`src/rtl/demux_pkg.sv`:
```
package demux_pkg;

   typedef enum logic [1:0] {
      MODE_DIV1 = 2'd0,
      MODE_DIV2 = 2'd1,
      MODE_DIV4 = 2'd2
   } demux_mode_e;

   // static mode decode
   function automatic demux_mode_e decode_mode(input logic en, input logic sel);
      if (!en)
         return MODE_DIV1;
      else if (!sel)
         return MODE_DIV2;
      else
         return MODE_DIV4;
   endfunction

endpackage

```
`src/rtl/demux_delay.sv`:
```
module demux_delay #(
   parameter int W = 1,
   parameter int D = 1
) (
   input  logic         clk,
   input  logic [W-1:0] din,
   output logic [W-1:0] dout
);

   generate
      if (D == 0) begin : g_thru
         assign dout = din;
      end else begin : g_pipe
         logic [W-1:0] stg [D];
         always_ff @(posedge clk) begin
            stg[0] <= din;
         end
         for (genvar i = 1; i < D; i++) begin : g_stage
            always_ff @(posedge clk) begin
               stg[i] <= stg[i-1];
            end
         end
         assign dout = stg[D-1];
      end
   endgenerate

endmodule

```
`src/rtl/demux_lane_asm.sv`:
```
module demux_lane_asm
   import demux_pkg::*;
#(
   parameter int SW = 8,
   localparam int PW = 2 * SW
) (
   input  logic              clk,
   input  logic              rst,
   input  demux_mode_e       mode,
   input  logic              in_valid,
   input  logic [SW-1:0]     in_data,
   output logic              strobe,
   output logic [PW-1:0]     pri,
   output logic [PW-1:0]     aux
);

   localparam logic [SW-1:0] ZB = '0;

   logic [1:0]    cnt;
   logic [SW-1:0] hold0, hold1, hold2;
   logic [1:0]    last;

   always_comb begin
      unique case (mode)
         MODE_DIV2: last = 2'd1;
         MODE_DIV4: last = 2'd3;
         default:   last = 2'd0;
      endcase
   end

   always_ff @(posedge clk) begin
      if (rst) begin
         cnt    <= '0;
         strobe <= 1'b0;
      end else begin
         strobe <= 1'b0;
         if (in_valid) begin
            if (cnt == last) begin
               cnt    <= '0;
               strobe <= 1'b1;
               unique case (mode)
                  MODE_DIV2: begin
                     pri <= {ZB, hold0};
                     aux <= {ZB, in_data};
                  end
                  MODE_DIV4: begin
                     pri <= {hold1, hold0};
                     aux <= {in_data, hold2};
                  end
                  default: begin
                     pri <= {ZB, in_data};
                  end
               endcase
            end else begin
               cnt <= cnt + 2'd1;
               unique case (cnt)
                  2'd0:    hold0 <= in_data;
                  2'd1:    hold1 <= in_data;
                  default: hold2 <= in_data;
               endcase
            end
         end
      end
   end

endmodule

```
`src/rtl/demux_clkgen.sv`:
```
module demux_clkgen
   import demux_pkg::*;
#(
   parameter int SW  = 8,
   parameter int LAT = 4,
   localparam int PW = 2 * SW,
   localparam int BW = 1 + 2 * PW
) (
   input  logic          clk,
   input  logic          rst_in,
   input  logic          demux_en,
   input  logic          div_sel,
   input  logic          samp_valid,
   input  logic [SW-1:0] samp_data,
   output logic [PW-1:0] pri_data,
   output logic [PW-1:0] aux_data,
   output logic          dready,
   output logic          rst_out
);

   generate
      if (LAT < 1) begin : g_bad_lat
         $error("demux_clkgen: LAT must be at least 1");
      end
      if (SW < 1) begin : g_bad_sw
         $error("demux_clkgen: SW must be at least 1");
      end
   endgenerate

   demux_mode_e   mode;
   logic          a_strobe;
   logic [PW-1:0] a_pri, a_aux;
   logic [BW-1:0] bundle_in, bundle_out;

   assign mode = decode_mode(demux_en, div_sel);

   demux_lane_asm #(.SW(SW)) u_asm (
      .clk      (clk),
      .rst      (rst_in),
      .mode     (mode),
      .in_valid (samp_valid),
      .in_data  (samp_data),
      .strobe   (a_strobe),
      .pri      (a_pri),
      .aux      (a_aux)
   );

   assign bundle_in = {a_strobe, a_pri, a_aux};

   demux_delay #(.W(BW), .D(LAT - 1)) u_data_dly (
      .clk  (clk),
      .din  (bundle_in),
      .dout (bundle_out)
   );

   assign {dready, pri_data, aux_data} = bundle_out;

   demux_delay #(.W(1), .D(LAT)) u_rst_dly (
      .clk  (clk),
      .din  (rst_in),
      .dout (rst_out)
   );

endmodule

```
`config.mk`:
```
export PLATFORM = sky130hd
export DESIGN_NAME = demux_clkgen
export DESIGN_NICKNAME = d
export VERILOG_FILES = /design/src/rtl/demux_pkg.sv /design/src/rtl/demux_delay.sv /design/src/rtl/demux_lane_asm.sv /design/src/rtl/demux_clkgen.sv
export SDC_FILE = /design/constraint.sdc
export NUM_CORES = 1
export LEC_CHECK = 0
export BUFFER_PORTS_ARGS = -buffer_cell sky130_fd_sc_hd__buf_2
export CORE_ASPECT_RATIO = 2
export CORE_MARGIN = 4
export CORE_UTILIZATION = 45
export DETAILED_ROUTE_END_ITERATION = 10
export GPL_TIMING_DRIVEN = 0
export PLACE_DENSITY = 0.64
export RECOVER_POWER = 100
export SLEW_MARGIN = 30
export SYNTH_ARGS = -nofsm -noshare
export SYNTH_HDL_FRONTEND = slang
export SYNTH_HIERARCHICAL = 1
export SYNTH_SLANG_ARGS = --single-unit
```
`constraint.sdc`:
```
create_clock -name clk -period 3.6 [get_ports clk]
set_input_delay 0.18 -clock clk [delete_from_list [all_inputs] [get_ports clk]]
set_output_delay 0.18 -clock clk [all_outputs]
set_load 0.02 [all_outputs]
```
# Word level (Yosys, flattened, before mapping)
# Memory sizes are Yosys's and may differ from the RTL's.
# Index checks and enable logic that the tools add are counted.
# totals
register_bits,59
latchBits,0
ramBits,103
mem_bits_ro,0
input_bits,13
out_inout_bits,34
word_cells,34
mem_count,2
# classes
add_sub_neg,1
mul,0
div_mod_pow,0
magnitude_cmp,0
eq_ne,4
shifts,0
mux,7
bitwise_logic,4
n_reduce_logical,9
# mem_list
name,words,word_bits,read_ports,rd_ports_with_merged_regs,write_ports,line_no,text
u_data_dly.g_pipe.stg,3,33,3,0,3,demux_delay.sv:14,logic [W-1:0] stg [D];
u_rst_dly.g_pipe.stg,4,1,4,0,4,demux_delay.sv:14,
# ops
operator,n
one-hot mux 16 bit (2 select lines),2
AND reduction 4 bit,4
two-way mux 2 bit,3
== test 2 x 1 -> 1 bit (second input constant),2
inverter 1 bit,4
one-hot mux 2 bit (2 select lines),1
OR reduction 2 bit,2
AND reduction 3 bit,1
adder 2 x 1 -> 2 bit (second input constant),1
== test 2 bit,1
== test 2 bit (second input constant),1
zero test 2 bit,1
nonzero test 2 bit,1
two-way mux 1 bit,1

# Depth between registers and ports, before layout
# logic_depth
word_depth,7
mapped_depth,7
mapped_depth_nobuf,6

# By module
# The synthesis kept the hierarchy.
# modules_own_cells
module,instances,cells_per_inst,area_per_inst_um2,seq_area_each_um2
demux_lane_asm,1,136,2245.9,1741.7
demux_delay at u_data_dly,1,132,2229.6,1981.9
demux_delay at u_rst_dly,1,4,80.1,80.1
demux_clkgen,1,2,16.3,0.0

# Least setup slack after synthesis
# Ideal clock, no wire load.
# synth_path
path_kind,in2reg
startpoint,input div_sel
endpoint,"register u_asm.aux[0], enable pin"
setup_time_ps,409
t_arrival_ps,2262
required_time_ps,3191
path_slack_ps,929
path_stages,7
n_path_buf,1
cell_sequence,and2b_2 inv_1 ha_1 buf_2 xor2_2 nand2_1 nor3_1
# synth_between
elab_chain_len,6
elab_cells_between_ends,8
classes_between,3 x eq/ne; 3 x mux; 2 x reduce/logical
# synth_lines
item,line_no,text
"start, declared",demux_clkgen.sv:12,"input logic div_sel,"
two-way mux 2 bit (*),demux_pkg.sv:13,else if (!sel)
two-way mux 2 bit (*),demux_pkg.sv:11,if (!en)
== test 2 bit or == test 2 x 1 -> 1 bit (tied branches),"demux_lane_asm.sv:24, demux_lane_asm.sv:41",
one-hot mux 2 bit (2 select lines),demux_lane_asm.sv:24,unique case (mode)
== test 2 bit,demux_lane_asm.sv:38,if (cnt == last) begin
AND reduction 4 bit (no source line) (*),n/a,
"end signal, assigned",demux_lane_asm.sv:44,"aux <= {ZB, in_data};"
"end signal, assigned",demux_lane_asm.sv:48,"aux <= {in_data, hold2};"
"end, declared",demux_lane_asm.sv:14,output logic [PW-1:0] aux
# Mark *: on every way between the ends. The rest lies on a longest branch, timed or not.
# A chain may end at the register's enable or synchronous reset.

# Worst setup path in the final report
# layout_path
startpoint,input div_sel
endpoint,"register u_asm.aux[4], enable pin"
# layout_between
elab_chain_len,6
elab_cells_between_ends,8
classes_between,3 x eq/ne; 3 x mux; 2 x reduce/logical
# layout_lines
item,line_no,text
two-way mux 2 bit (*),demux_pkg.sv:13,
two-way mux 2 bit (*),demux_pkg.sv:11,
named net mode[0],demux_clkgen.sv:30,demux_mode_e mode;
== test 2 bit or == test 2 x 1 -> 1 bit (tied branches),"demux_lane_asm.sv:24, demux_lane_asm.sv:41",
one-hot mux 2 bit (2 select lines),demux_lane_asm.sv:24,
== test 2 bit,demux_lane_asm.sv:38,
AND reduction 4 bit (no source line) (*),n/a,
# Mark *: on every way through the listed nets, which the timed path passes. The rest lies on a longest branch.

==> impl_metrics.toml <==
[critical_path]
cp_max_fo = 10
rr_startpoint = "u_asm/cnt[0]$_SDFFE_PP0P_"
timing.rr.end = "u_asm/aux[4]$_DFFE_PP_"
cp-end-kind = "flip-flop"
crit_buf_inv = 4
r2r_cells = 4
regToRegSetupSlack_ns = 1.26
cp.arrival_ns = 2.73
crit_family = "simple AND/OR/NAND/NOR gates"
slowest_delay_ns = 0.77
worstSetupPathDepth = 9
crit_type = "input pin to flip-flop"
crit_top_cell = "clkbuf_1"
slowest_stage = "nor3_1"
critPathLaunchType = "input pin"
crit_required_ns = 3.64
crit_start = "div_sel"
endpoint = "u_asm/aux[4]$_DFFE_PP_"
path_cells = "buf_2 > and2b_2 > inv_1 > ha_1 > clkbuf_1 > xor2_1 > nand2_1 > nor3_1 > clkbuf_1"

[synthesis]
synth_edf_count = 56
post-synth-top-area-cell = "dfxtp_1"
synth_most_common_cell = "dfxtp_1"
ys_seq_area_frac = 0.8320
synth_top_area_share = 0.4641
synth_fp_nets = 292
async_flop_share = 0
avgSynthCellArea_sq_um = 16.69
syn_area_sq_mm = 0.004572
synth_cell_type_count = 23
yosys_warnings = 6
synth-seq-cells = 162
ys_top_cells_by_area = "dfxtp_1, edfxtp_1, buf_4"
synth_cells = 274
synth_flop_cell = "dfxtp_1"
yosys-top-cells-count = "dfxtp_1, edfxtp_1, buf_4"

[timing]
fin_setup_tns_ns = 0
drv_slew = 0
fmax_mhz = 372.2
holdWs_ns = 0.1581
finalHoldViolCount = 0
fin_skew_ns = 0.005369
finalCritPeriodShare = 0.7463
max_slew_margin = 0.2028
period_minus_slack_ns = 2.687
rsz0062_at_grt = "no"
tightest_slew_ns = 1.191
setup_viol = 0
setup_slack_ns = 0.9134

[drt]
drtIter0Drc = 40
via_per_inst = 4.070
first_pass_iters = 4
drc = 0
drt-total-wl_um = 5444
num_vias = 1978
ant_nets = 0
wire_per_inst_um = 11.20

[place]
dp_slack_ns = 1.189
port_buffers = 46
dp_hpwl_um = 3631
place.gp.congestion = 0.7832

[power]
finalPower_mw = 3.793
p_per_area_mw_per_mm2 = 692.4
p_leak_nw = 2.123
peakVddDrop_v = 0.0004548

[clocking]
cts_root_buf = "clkbuf_16"
ctsResizeCount = 0
clock_latency_ns = 0.40
cts_tree = "yes"
cts_setup_buffers = 0
cts_hold_buf = 1
path_clk_slew_ns = 0.06
htreeDepth = 4
cts.path.max_buffers = 2
numClockSinks = 162
cts_buffers = 17

[floorplan]
die_area_sq_mm = 0.01193
ios = 47
start_util = 0.4652
fp.dieH_um = 150.5
rows = 51
core_sq_mm = 0.009827
die_x_um = 79.28

[run_status]
status = "complete, no violations"

[final_layout]
diodes = 0
drive_gt1_frac = 0.2203
area_growth_pct = 19.81
final_nets = 359

[global_route]
grt-ovfl-total = 0
use_met3 = 0.04431
grt_pass1_wl_um = 8652
grt_use_met2 = 0.1715
use_met1 = 0.09788
grt_use_total = 0.1020
grt_busiest_layer = "met2"
grt_max_degree = 17
first_global_vias = 1793
antenna_found_initial = 0

[job]
max_cap_viol_count = 0

[hold_path]
min_path_type = "input pin to flip-flop"
logic make-up after synthesis:
group                    Yosys count  share of synthesized area
XOR/XNOR                           2                   0.005475
AND/OR/NAND/NOR                   44                    0.05172
adder cells (fa/ha/maj)            5                    0.01368
multiplexers                       9                    0.02217
AO/OA/AOI/OAI                     10                    0.01286
flip-flops                       162                     0.8320
buffers and inverters             42                    0.06212
stage by stage:
| step | utilization | cell area [sq um] | std cells |
|---|---|---|---|
| 3_3_place_gp | 0.5055 | 4967 | 452 |
| 2_1_floorplan | - | 4572 | 274 |
| 3_5_place_dp | 0.5070 | 4982 | 453 |
| 6_report | 0.5574 | 5478 | 486 |
| 4_1_cts | 0.5662 | 5564 | 486 |
| 5_1_grt | 0.5574 | 5478 | 486 |
worst min-delay path, stage by stage:
cell and delay (ns):
buf_2 0.08, nor2_1 0.05, a22o_2 0.20
where the power goes:
part / switching, mW / total (mW) / internal (mW)
combinational: 0.0838 / 0.135 / 0.0515
clock: 0.661 / 1.67 / 1.01
sequential: 0.0160 / 1.99 / 1.97
how the worst min path moves through the flow:
stage | startpoint | endpoint | slack [ns] | depth (start not counted)
after floorplan | rst_in | u_rst_dly/g_pipe.stg[0]$_DFF_P_ | 0.21 | 0
after global placement | u_data_dly/g_pipe.stg[0][65]$_DFF_P_ | u_data_dly/g_pipe.stg[0][98]$_DFF_P_ | 0.31 | 0
after detailed placement | u_asm/strobe$_SDFF_PP0_ | u_data_dly/g_pipe.stg[0][32]$_DFF_P_ | 0.31 | 0
after CTS | samp_data[6] | u_asm/hold2[6]$_DFFE_PP_ | 0.05 | 1
after global routing | samp_data[5] | u_asm/hold2[5]$_DFFE_PP_ | 0.16 | 1
final | samp_valid | u_asm/cnt[1]$_SDFFE_PP0P_ | 0.16 | 3
flip-flops by register name (all words and copies together), names as in the netlist:
name,flops
u_asm/strobe,1
u_data_dly/g_pipe.stg,99
u_asm/cnt,2
u_rst_dly/g_pipe.stg,4
u_asm/pri,16
u_asm/hold0,8
u_asm/hold1,8
u_asm/hold2,8
u_asm/aux,16
placed cells by master, fill, tap and decap left out, drive strengths merged:
master,count
a22o,1
clkbuf,69
nor3b,1
and2b,1
mux2,9
or2,1
bufinv,1
buf,36
and2,19
clkinv,6
dfxtp,106
nor3,1
edfxtp,56
ha,5
dlygate4sd3,1
nand2b,1
xor2,1
o21ai,8
xnor2,1
a21oi,1
nor2,3
nand2,17
clkinvlp,2
inv,7
metal layers:
layer  up-vias  part of all wire  wire [um]
met4         0             0.031        167
met2        54              0.53       2871
met3        13             0.060        325
met1       894              0.38       2079
li1       1017                 -          -
met5         -                 0          0
area by class of cell:
class / count / area, sq um
Buffer: 38 / 266.5
Clock inverter: 12 / 103.9
Fill cell: 849 / 4349
Multi-Input combinational cell: 70 / 465.4
Tap cell: 132 / 165.2
Timing Repair Buffer: 48 / 190.2
Clock buffer: 20 / 467.9
Sequential cell: 162 / 3804
Inverter: 4 / 15.01
No activity file was read; power rests on OpenSTA's default activity.
